==> src/rtl/fpscr_pkg.sv <==
`timescale 1ns/1ps
package fpscr_pkg;
  localparam int W        = 32;
  localparam int B_FX     = 31;
  localparam int B_FEX    = 30;
  localparam int B_VX     = 29;
  localparam int B_XX     = 25;
  localparam int B_FI     = 17;
  localparam int GRP_W    = 5;
  localparam int EXC_LO   = 25;
  localparam int EN_LO    = 3;
  localparam int N_SUB    = 9;
  localparam int unsigned SUB_POS [N_SUB] = '{24, 23, 22, 21, 20, 19, 10, 9, 8};
  localparam logic [W-1:0] SUM_MASK = (W'(1) << B_FEX) | (W'(1) << B_VX);
endpackage

==> src/rtl/fpscr_rst_sync.sv <==
`timescale 1ns/1ps
module fpscr_rst_sync #(
  parameter int STAGES = 2
) (
  input  logic clk,
  input  logic rst_n,
  output logic rst_sync_n
);
  logic [STAGES-1:0] chain_q;
  logic [STAGES-1:0] chain_d;

  always_comb begin
    chain_d = {chain_q[STAGES-2:0], 1'b1};
  end

  always_ff @(posedge clk or negedge rst_n) begin
    if (!rst_n) chain_q <= '0;
    else        chain_q <= chain_d;
  end

  assign rst_sync_n = chain_q[STAGES-1];
endmodule

==> src/rtl/fpscr_summary.sv <==
`timescale 1ns/1ps
module fpscr_summary
  import fpscr_pkg::*;
(
  input  logic [W-1:0] base_i,
  output logic [W-1:0] val_o
);
  logic [N_SUB-1:0] sub_hit;
  logic             vx_new;
  logic [GRP_W-1:0] exc_grp;
  logic [GRP_W-1:0] en_grp;
  logic             fex_new;

  genvar g;
  generate
    for (g = 0; g < N_SUB; g++) begin : g_sub
      assign sub_hit[g] = base_i[SUB_POS[g]];
    end
  endgenerate

  always_comb begin
    // invalid summary first, then the enabled summary uses it
    vx_new  = base_i[B_VX] | (|sub_hit);
    exc_grp = base_i[EXC_LO +: GRP_W];
    exc_grp[GRP_W-1] = vx_new;
    en_grp  = base_i[EN_LO +: GRP_W];
    fex_new = base_i[B_FEX] | (|(exc_grp & en_grp));
    val_o          = base_i;
    val_o[B_VX]    = vx_new;
    val_o[B_FEX]   = fex_new;
  end
endmodule

==> src/rtl/fpscr_next.sv <==
`timescale 1ns/1ps
module fpscr_next
  import fpscr_pkg::*;
(
  input  logic [W-1:0] cur_i,
  input  logic         wr_en,
  input  logic [W-1:0] wr_data,
  input  logic         raise_en,
  input  logic [W-1:0] raise_mask,
  input  logic         fi_en,
  input  logic         fi_val,
  output logic [W-1:0] nxt_o,
  output logic         load_o
);
  logic [W-1:0] eff_mask;
  logic [W-1:0] raised;
  logic [W-1:0] base;
  logic         new_bit;

  always_comb begin
    eff_mask = raise_en ? raise_mask : '0;
    if (fi_en && fi_val) eff_mask[B_XX] = 1'b1;
    new_bit = |(eff_mask & ~cur_i);
    raised  = cur_i | eff_mask;
    if (new_bit) raised[B_FX] = 1'b1;
    if (fi_en)   raised[B_FI] = fi_val;
    base    = wr_en ? (wr_data & ~SUM_MASK) : raised;
    load_o  = wr_en | raise_en | fi_en;
  end

  fpscr_summary u_sum (
    .base_i (base),
    .val_o  (nxt_o)
  );
endmodule

==> src/rtl/fpscr_reg.sv <==
`timescale 1ns/1ps
module fpscr_reg
  import fpscr_pkg::*;
#(
  parameter int SYNC_STAGES = 2
) (
  input  logic         clk,
  input  logic         rst_n,
  input  logic         wr_en,
  input  logic [31:0]  wr_data,
  input  logic         raise_en,
  input  logic [31:0]  raise_mask,
  input  logic         fi_en,
  input  logic         fi_val,
  output logic [31:0]  reg_q,
  output logic         fx_o,
  output logic         fex_o,
  output logic         vx_o
);
  logic         rst_sync_n;
  logic [W-1:0] state_q;
  logic [W-1:0] state_d;
  logic         load;

  fpscr_rst_sync #(.STAGES(SYNC_STAGES)) u_rst (
    .clk        (clk),
    .rst_n      (rst_n),
    .rst_sync_n (rst_sync_n)
  );

  fpscr_next u_next (
    .cur_i      (state_q),
    .wr_en      (wr_en),
    .wr_data    (wr_data),
    .raise_en   (raise_en),
    .raise_mask (raise_mask),
    .fi_en      (fi_en),
    .fi_val     (fi_val),
    .nxt_o      (state_d),
    .load_o     (load)
  );

  always_ff @(posedge clk or negedge rst_sync_n) begin
    if (!rst_sync_n)  state_q <= '0;
    else if (load)    state_q <= state_d;
  end

  assign reg_q = state_q;
  assign fx_o  = state_q[B_FX];
  assign fex_o = state_q[B_FEX];
  assign vx_o  = state_q[B_VX];


  raise_keeps_bits_chk: assert property (@(posedge clk) disable iff (!rst_sync_n)
    (raise_en && !wr_en) |=> ((reg_q & $past(reg_q)) == $past(reg_q)));


  raise_sets_mask_chk: assert property (@(posedge clk) disable iff (!rst_sync_n)
    (raise_en && !wr_en && !fi_en) |=> ((reg_q & $past(raise_mask)) == $past(raise_mask)));


  vx_after_write_chk: assert property (@(posedge clk) disable iff (!rst_sync_n)
    wr_en |=> (vx_o == (|(reg_q & 32'h01F8_0700))));


  vx_covers_subs_chk: assert property (@(posedge clk) disable iff (!rst_sync_n)
    (|(reg_q & 32'h01F8_0700)) |-> vx_o);


  fex_after_write_chk: assert property (@(posedge clk) disable iff (!rst_sync_n)
    wr_en |=> (fex_o == (|(reg_q[29:25] & reg_q[7:3]))));


  fx_on_new_flag_chk: assert property (@(posedge clk) disable iff (!rst_sync_n)
    (raise_en && !wr_en && ((reg_q & raise_mask) != raise_mask)) |=> fx_o);


  summary_sticky_chk: assert property (@(posedge clk) disable iff (!rst_sync_n)
    (!wr_en && (vx_o || fex_o)) |=> ((vx_o || !$past(vx_o)) && (fex_o || !$past(fex_o))));


  idle_hold_chk: assert property (@(posedge clk) disable iff (!rst_sync_n)
    (!wr_en && !raise_en && !fi_en) |=> $stable(reg_q));
endmodule

==> config.mk <==
export PLATFORM = sky130hd
export DESIGN_NAME = fpscr_reg
export DESIGN_NICKNAME = d
export VERILOG_FILES = /design/src/rtl/fpscr_pkg.sv /design/src/rtl/fpscr_rst_sync.sv /design/src/rtl/fpscr_summary.sv /design/src/rtl/fpscr_next.sv /design/src/rtl/fpscr_reg.sv
export SDC_FILE = /design/constraint.sdc
export NUM_CORES = 1
export LEC_CHECK = 0
export ABC_CLOCK_PERIOD_IN_PS = 1200
export BUFFER_PORTS_ARGS = -buffer_cell sky130_fd_sc_hd__buf_2
export CORE_ASPECT_RATIO = 0.7
export CORE_UTILIZATION = 45
export CTS_BUF_LIST = sky130_fd_sc_hd__clkbuf_8
export CTS_CLUSTER_SIZE = 30
export DETAILED_ROUTE_END_ITERATION = 10
export PLACE_DENSITY = 0.93
export SLEW_MARGIN = 40
export SYNTH_ARGS = -nofsm -noshare
export SYNTH_HDL_FRONTEND = slang
export SYNTH_SLANG_ARGS = --single-unit
==> constraint.sdc <==
create_clock -name clk -period 1.2 [get_ports clk]
set_input_delay 0.12 -clock clk [delete_from_list [all_inputs] [get_ports clk]]
set_output_delay 0.12 -clock clk [all_outputs]
set_load 0.01 [all_outputs]
==> metrics.cfg, run 1 <==
[global_route]
overflow = 0
antenna_found_initial = 0
grt_start_max_net_pins = 24
grt_pass1_wl_um = 9060
grt_usage = 0.290
grt_pass1_vias = 1916

[routing]
vias = 2119
wl_per_cell_um = 14.7
drcViolationCount = 0
drtAntennaViolNets = 0
viasPerCell = 5.31
drtPass1Iterations = 4
routed_wirelength_um = 5870
drtIter0Drc = 141

[synthesis]
synth_area_per_cell_um2 = 8.62
synth-edff-count = 0
ys_ff_latch = 34
syn-num-nets = 277
synthArstFlopShare = 1.00
synth_warnings = 0
synth_top_area_cell = dfrtp_1
synth.distinct_cells = 34
syn_inst = 207
synth_seq_area_share = 0.477
synth-main-ff-cell = dfrtp_1
synth_top_area_frac = 0.477
ys_top_cells_by_area = dfrtp_1, a21oi_1, o21ai_0
synth_area_um2 = 1780

[clocking]
cts_made_buffers = 5
cts_htree_levels = 2
cts_max_path_buffers = 2
clkLatencyLatePin_ns = 0.29
clk_transition_reported_paths_ns = 0.07
cts_tree = built
clockRootBuffer = clkbuf_8
cts.sinks = 34

[setup_path]
crit_chain = nor2b_1 -> a2111oi_2 -> buf_4 -> nand4_1 -> o41ai_2 -> a21oi_1
cpLargestDelayFamily = compound AO/OA/AOI/OAI gates
worstSetupEndpointType = flop
crit_fanout = 2
critPathMaxStageDelay_ns = 0.40
start_kind = flop
cp.arrival_ns = 1.82
path_buf_inv = 1
crit_required_ns = 1.37
slowest_stage = a2111oi_2
worstSetupPathType = reg -> reg

[die]
io_pins = 105
core_area_um2 = 3650
rows = 18
initial_core_util = 0.489
fp.dieH_um = 54.7
die_area_um2 = 4220
die_x_um = 77.3

[cells_and_area]
stdcell_count = 399
layout.cells.most_common_list = buf_2, buf_4, dfrtp_1
area_growth_pct = 58.7
n_fill_cell = 268
diodes = 0
final_area_um2 = 2830
fin_nets = 418
layout-drive-gt1-share = 0.501
utilization = 0.776
final_common_cell = buf_2

[timing]
finalCritPeriodShare = 1.38
slew_viol_final = 0
setup_slack_ns = -0.454
clock_skew_ns = 0.00545
setup_violations = 3
whs_ns = 0.0403
fmax_ghz = 0.605
hold_viol = 0
fin_crit_ns = 1.65
rsz0062_at_grt = true

[placed_design]
gp_congestion = 0.833
io_buffers = 102
placed_cells = 387
place_area_um2 = 2600
place_hpwl_um = 4470
pre_cts_ws_ns = -0.666

[power]
power_density_nw_per_um2 = 1070
p_leak_nw = 1.43
vdd_drop_max_mv = 0.828

[job]
drv_cap = 0

[status]
failed_checks = negative setup slack
status = finished, violations left

[worst_hold_path]
hold_path_class = in -> reg

-- per-stage QoR --
stage               setup TNS (ns)  total power [W]
CTS                          -1.03          0.00303
finish                       -1.00          0.00304
global route                 -1.22          0.00321
global placement             -1.36          0.00209
floorplan                   -0.625          0.00167
detailed placement           -1.46          0.00212
-- routing by layer --
metal	vias up	wire, um	GRT usage	share of wire
li1	997	-	-	-
met1	988	2370	0.369	0.40
met2	121	2800	0.487	0.48
met3	13	583	0.0667	0.099
met4	0	123	0.129	0.021
met5	-	0	0	0
-- final timing paths --
check	from	to	slack (ns)	cells past startpoint
max	reg_q[18]$_DFFE_PN0P_	reg_q[31]$_DFFE_PN0P_	-0.45	6
min	wr_data[15]	reg_q[15]$_DFFE_PN0P_	0.04	3
min in group asynchronous	rst_n	u_rst.chain_q[0]$_DFF_PN0_	0.14	2
max in group asynchronous	u_rst.chain_q[1]$_DFF_PN0_	reg_q[9]$_DFFE_PN0P_	0.71	1
min reg2reg	u_rst.chain_q[1]$_DFF_PN0_	reg_q[19]$_DFFE_PN0P_	0.19	1
max reg2reg	reg_q[18]$_DFFE_PN0P_	reg_q[31]$_DFFE_PN0P_	-0.45	6
-- sequential cells by signal, summed over array words and instances (netlist names) --
| signal | flops |
|---|---|
| reg_q | 32 |
| u_rst.chain_q | 2 |
-- what timing repair did --
action,4_1_cts,5_1_grt
hold endpoints to repair,2,0
resized for setup,15,15
endpoints found under the setup margin,3,3
pin swaps,9,4
hold buffers,1,0
buffers inserted,3,2
cloned,0,0
-- report_power, final --
part           switching [W]  leakage [nW]  total, W  internal [W]
sequential         0.0000710         0.390   0.00132       0.00125
combinational       0.000439         0.990  0.000862      0.000423
clock               0.000406        0.0524  0.000859      0.000454
total               0.000915          1.43   0.00304       0.00212
-- worst reg2reg max path, stage by stage (launching register included) --
cell and delay [ns]:
dfrtp_1 0.35, nor2b_1 0.06, a2111oi_2 0.40, buf_4 0.17
nand4_1 0.08, o41ai_2 0.36, a21oi_1 0.11
-- Yosys cell counts (2+ instances only) --
master     number
a2111oi_0       4
a211oi_1        2
a21oi_1        30
a21oi_2         2
a22oi_1         2
buf_2           3
buf_4           4
buf_6           3
clkbuf_1        3
dfrtp_1        34
inv_1          21
nand2_1        26
nand2b_1        3
nand3_1         2
nor2_1          7
nor2b_1        13
nor3_1          2
o21ai_0        26
o221ai_1        2
o22ai_1         4
-- area by class of cell --
| type | count | area, um^2 | share of cell area |
|---|---|---|---|
| multi-input combinational | 138 | 866 | 0.306 |
| clock buffer | 6 | 82.6 | 0.0292 |
| inverter | 21 | 78.8 | 0.0278 |
| clock inverter | 2 | 8.76 | 0.00309 |
| sequential | 34 | 851 | 0.300 |
| tap | 50 | 62.6 | 0.0221 |
| timing repair buffer | 148 | 882 | 0.312 |
-- kinds of logic (layout without fill, tap and decap cells) --
family / Yosys count / in the layout / synth area share
compound gates: 79 / 79 / 0.263
buf+inv: 35 / 177 / 0.0968
flops: 34 / 34 / 0.477
mux: 1 / 1 / 0.00631
other cells: 1 / 1 / 0.00210
simple gates: 57 / 57 / 0.155
Power figures use the tool's default switching activity.
==> run 2, diff against run 1 <==
--- a/config.mk
+++ b/config.mk
@@ -12,6 +12,7 @@
 export CTS_BUF_LIST = sky130_fd_sc_hd__clkbuf_8
 export CTS_CLUSTER_SIZE = 30
 export DETAILED_ROUTE_END_ITERATION = 10
+export HOLD_SLACK_MARGIN = 0.05
 export PLACE_DENSITY = 0.93
 export SLEW_MARGIN = 40
 export SYNTH_ARGS = -nofsm -noshare
==> metrics.cfg, run 2 (same netlist as run 1, synthesis figures left out) <==
[timing]
hold_viol = 0
rsz0062_at_grt = true
setup_violations = 3
fin_crit_ns = 1.65
whs_ns = 0.0602
setup_slack_ns = -0.452
finalCritPeriodShare = 1.38
fmax_ghz = 0.605
slew_viol_final = 0
clock_skew_ns = 0.00473

[routing]
drtIter0Drc = 151
drtAntennaViolNets = 0
routed_wirelength_um = 6110
vias = 2156
viasPerCell = 5.32
drcViolationCount = 0
drtPass1Iterations = 4
wl_per_cell_um = 15.1

[job]
drv_cap = 0

[cells_and_area]
layout.cells.most_common_list = buf_2, buf_4, dfrtp_1
stdcell_count = 405
multiInputGateArea_um2 = 866
final_common_cell = buf_2
seq_area_um2 = 851
largest_reg_flops = 32
n_fill_cell = 259
fin_nets = 424
diodes = 0
layout-drive-gt1-share = 0.493
area_growth_pct = 62.1

[die]
initial_core_util = 0.489
io_pins = 105
die_area_um2 = 4220
core_area_um2 = 3650
die_x_um = 77.3
rows = 18
fp.dieH_um = 54.7

[global_route]
overflow = 0
antenna_found_initial = 0
grt_pass1_vias = 2010
grt_usage = 0.304
grt_pass1_wl_um = 9410
grt_start_max_net_pins = 24

[setup_path]
r2r_slack_ns = -0.45
r2r_end = reg_q[31]$_DFFE_PN0P_
start_kind = flop
r2r_start = reg_q[18]$_DFFE_PN0P_
worstSetupEndpointType = flop
r2r_cells = 6
cp.arrival_ns = 1.82
crit_fanout = 2
crit_required_ns = 1.37
worstSetupPathType = reg -> reg

[clocking]
clkLatencyLatePin_ns = 0.29
clk_transition_reported_paths_ns = 0.07
cts.sinks = 34
cts_max_path_buffers = 2
clockRootBuffer = clkbuf_8
cts_tree = built
cts_htree_levels = 2
cts_made_buffers = 5

[worst_hold_path]
hp-start = wr_data[11]
whs_path_depth = 3
hold_end = reg_q[11]$_DFFE_PN0P_
hold_path_class = in -> reg

[status]
status = finished, violations left
failed_checks = negative setup slack

[power]
power_w = 0.00306
p_leak_nw = 1.46
power_density_nw_per_um2 = 1060
vdd_drop_max_mv = 0.843

[placed_design]
io_buffers = 102
placed_cells = 387
pre_cts_ws_ns = -0.666
place_hpwl_um = 4470
gp_congestion = 0.833

## run 2: cell types whose count changed in the layout (fill, tap and decap cells not counted)
cell           before  now
dlygate4sd3_1       1    7
## run 2: per-stage QoR
stage | instance area [um^2] | setup TNS (ns) | utilization
after global routing | 2890 | -1.22 | 0.793
after global placement | 2600 | -1.36 | 0.713
after detailed placement | 2600 | -1.46 | 0.713
final | 2890 | -1.00 | 0.793
after floorplan | 1810 | -0.625 | -
after CTS | 2820 | -1.03 | 0.774
## run 2: layout make-up
cell class	count	share of cell area
tap	50	0.0216
clock inverter	2	0.00303
clock buffer	6	0.0286
timing repair buffer	154	0.326
multi-input combinational	138	0.299
sequential	34	0.294
inverter	21	0.0273
## run 2: routing by layer
layer	track usage	wire, um
met1	0.369	2500
met2	0.532	2960
met3	0.0667	496
met4	0.142	147
met5	0	0
## run 2: power breakdown
group          leakage, nW  switching (W)  internal (W)
clock               0.0524       0.000408      0.000454
sequential           0.390      0.0000706       0.00125
combinational         1.01       0.000447      0.000436
total                 1.46       0.000925       0.00214
## run 2: worst max-delay path, cell delays in order, from the launching register on
cell,delay [ns]
dfrtp_1,0.35
nor2b_1,0.06
a2111oi_2,0.40
buf_4,0.17
nand4_1,0.08
o41ai_2,0.36
a21oi_1,0.11
## run 2: repair_timing
action / in CTS / in global routing
pin swaps: 9 / 4
gates cloned: 0 / 0
setup endpoints to repair: 3 / 3
endpoints found under the hold margin: 8 / 0
gates resized for setup: 15 / 15
setup buffers: 3 / 2
hold buffers: 7 / 0
## run 2: how the worst max path moves through the flow
stage / startpoint / endpoint
finish: reg_q[18]$_DFFE_PN0P_ / reg_q[31]$_DFFE_PN0P_
global route: reg_q[18]$_DFFE_PN0P_ / reg_q[31]$_DFFE_PN0P_
CTS: reg_q[18]$_DFFE_PN0P_ / reg_q[31]$_DFFE_PN0P_
detailed placement: reg_q[9]$_DFFE_PN0P_ / reg_q[31]$_DFFE_PN0P_
global placement: reg_q[9]$_DFFE_PN0P_ / reg_q[31]$_DFFE_PN0P_
floorplan: reg_q[10]$_DFFE_PN0P_ / reg_q[31]$_DFFE_PN0P_
==> run 3, diff against run 2 <==
--- a/config.mk
+++ b/config.mk
@@ -5,15 +5,16 @@
 export SDC_FILE = /design/constraint.sdc
 export NUM_CORES = 1
 export LEC_CHECK = 0
+export ABC_AREA = 1
 export ABC_CLOCK_PERIOD_IN_PS = 1200
 export BUFFER_PORTS_ARGS = -buffer_cell sky130_fd_sc_hd__buf_2
 export CORE_ASPECT_RATIO = 0.7
-export CORE_UTILIZATION = 45
+export CORE_UTILIZATION = 47
 export CTS_BUF_LIST = sky130_fd_sc_hd__clkbuf_8
 export CTS_CLUSTER_SIZE = 30
 export DETAILED_ROUTE_END_ITERATION = 10
 export HOLD_SLACK_MARGIN = 0.05
-export PLACE_DENSITY = 0.93
+export PLACE_DENSITY_LB_ADDON = 0.12
 export SLEW_MARGIN = 40
 export SYNTH_ARGS = -nofsm -noshare
 export SYNTH_HDL_FRONTEND = slang
==> metrics.cfg, run 3 <==
[synthesis]
synth.distinct_cells = 22
ys_ff_latch = 34
syn_inst = 290
synth-main-ff-cell = dfrtp_1
synth_top_area_frac = 0.423
synth_seq_area_share = 0.423
synth_area_per_cell_um2 = 6.93
ys_top_cells_by_area = dfrtp_1, nand2_1, inv_1
synth_warnings = 0
synth_area_um2 = 2010
synth_common_cells = nand2_1, inv_1, nor2_1
synth_top_area_cell = dfrtp_1
synth.most_common_cell = nand2_1
synthArstFlopShare = 1.00
synth-edff-count = 0
syn-num-nets = 360

[setup_path]
crit_required_ns = 1.38
cp.arrival_ns = 1.34
crit_fanout = 2
worstSetupEndpointType = flop
slowest_stage = dfrtp_1
start_kind = flop
critPathMaxStageDelay_ns = 0.38
cpMostUsedCell = nand2_1
crit_chain = inv_1 -> nand2_1 -> o21ai_0 -> inv_1 -> nand2_1 -> nand2_1 -> nor2_1 -> a21oi_2
worstSetupPathType = reg -> reg

[die]
die_x_um = 80.2
core_area_um2 = 4020
rows = 19
fp.dieH_um = 56.7
initial_core_util = 0.500
io_pins = 105
die_area_um2 = 4540

[cells_and_area]
utilization = 0.711
multiInputGateArea_um2 = 940
layout-drive-gt1-share = 0.352
n_fill_cell = 347
layout.cells.most_common_list = buf_2, nand2_1, inv_1, dfrtp_1, nor2_1
diodes = 0
largest_reg_flops = 32
seq_area_um2 = 851
final_common_cell = buf_2
fin_nets = 481
final_area_um2 = 2860
area_growth_pct = 42.1

[clocking]
cts_max_path_buffers = 2
clkLatencyLatePin_ns = 0.29
clk_transition_reported_paths_ns = 0.07
cts.sinks = 34
cts_htree_levels = 2
clockRootBuffer = clkbuf_8
cts_tree = built
cts_made_buffers = 5

[placed_design]
gp_congestion = 0.756
io_buffers = 102
place_hpwl_um = 4090
pre_cts_ws_ns = -0.0425
place_area_um2 = 2600

[global_route]
grt_pass1_vias = 2000
grt_usage = 0.256
antenna_found_initial = 0
overflow = 0
grt_start_max_net_pins = 33
grt_pass1_wl_um = 8710

[timing]
setup_slack_ns = 0.0338
fmax_ghz = 0.857
finalCritPeriodShare = 0.972
hold_viol = 0
clock_skew_ns = 0.00527
fin_crit_ns = 1.17
rsz0062_at_grt = true
whs_ns = 0.0701
slew_viol_final = 0
setup_violations = 0
fin_setup_tns_ns = 0

[routing]
vias = 2218
drcViolationCount = 0
routed_wirelength_um = 5430
drtAntennaViolNets = 0
drtIter0Drc = 78
wl_per_cell_um = 11.7
viasPerCell = 4.78
drtPass1Iterations = 4

[power]
vdd_drop_max_mv = 0.731
p_leak_nw = 1.59
power_density_nw_per_um2 = 1060

[worst_hold_path]
hold_path_class = in -> reg

[job]
drv_cap = 0

[status]
status = complete, no violations

## run 3: cell types whose count changed in the layout (fill, tap and decap cells not counted), sizes merged, moves of 8 or more
| cell | delta |
|---|---|
| nand3 | +21 |
| nor2b | -13 |
| buf | -28 |
| nor2 | +29 |
| inv | +15 |
| a21oi | -11 |
| nand2 | +63 |
| nand3b | +8 |
## run 3: worst paths after layout
check                                            from                    endpoint  slack (ns)  depth (start not counted)
min in group asynchronous                       rst_n  u_rst.chain_q[1]$_DFF_PN0_        0.15                          2
min                                        wr_data[0]        reg_q[0]$_DFFE_PN0P_        0.07                          3
min reg2reg                u_rst.chain_q[1]$_DFF_PN0_       reg_q[16]$_DFFE_PN0P_        0.26                          1
max in group asynchronous  u_rst.chain_q[1]$_DFF_PN0_       reg_q[18]$_DFFE_PN0P_        0.65                          1
max reg2reg                     reg_q[25]$_DFFE_PN0P_       reg_q[30]$_DFFE_PN0P_        0.03                          8
max                             reg_q[25]$_DFFE_PN0P_       reg_q[30]$_DFFE_PN0P_        0.03                          8
## run 3: timing repair
item / CTS / global route
gates resized for setup: 0 / 17
endpoints found under the hold margin: 11 / 0
setup buffers: 0 / 2
setup endpoints to repair: 0 / 3
hold buffers: 10 / 0
## run 3: power breakdown
| part | internal (W) | switching (W) | total (W) |
|---|---|---|---|
| combinational | 0.000335 | 0.000406 | 0.000741 |
| clock | 0.000579 | 0.000410 | 0.000990 |
| sequential | 0.00124 | 0.0000641 | 0.00131 |
| total | 0.00216 | 0.000880 | 0.00304 |
## run 3: area by class of cell
class	instances	area share
timing repair buffer	129	0.263
sequential	34	0.298
inverter	37	0.0486
clock buffer	8	0.0386
multi-input combinational	204	0.329
tap	52	0.0228
## run 3: worst max-delay path: cells and delay by family, from the launching register on
kind                   cells  cell delay [ns]
AOI/OAI and AO/OA          2             0.25
and+or+nand+nor            4             0.28
buffers and inverters      2             0.17
DFF                        1             0.38
## run 3: through the flow
step           instances  power, W
2_1_floorplan        290   0.00171
3_3_place_gp         444   0.00200
3_5_place_dp         444   0.00202
4_1_cts              462   0.00303
5_1_grt              464   0.00320
6_report             464   0.00304
## run 3: cell families (layout without fill, tap and decap cells)
kind of cell,Yosys count,count (layout),synth area share
buffers and inverters,52,174,0.125
AO/OA/AOI/OAI,43,43,0.115
other,1,1,0.00187
AND/OR/NAND/NOR,160,160,0.334
flip-flops,34,34,0.423
## run 3: routing by layer
layer	vias up	global-route usage	part of all wire
met3	2	0.0520	0.069
met4	0	0.0791	0.0035
met5	-	0	0
met2	82	0.433	0.47
li1	1147	-	-
met1	987	0.328	0.45
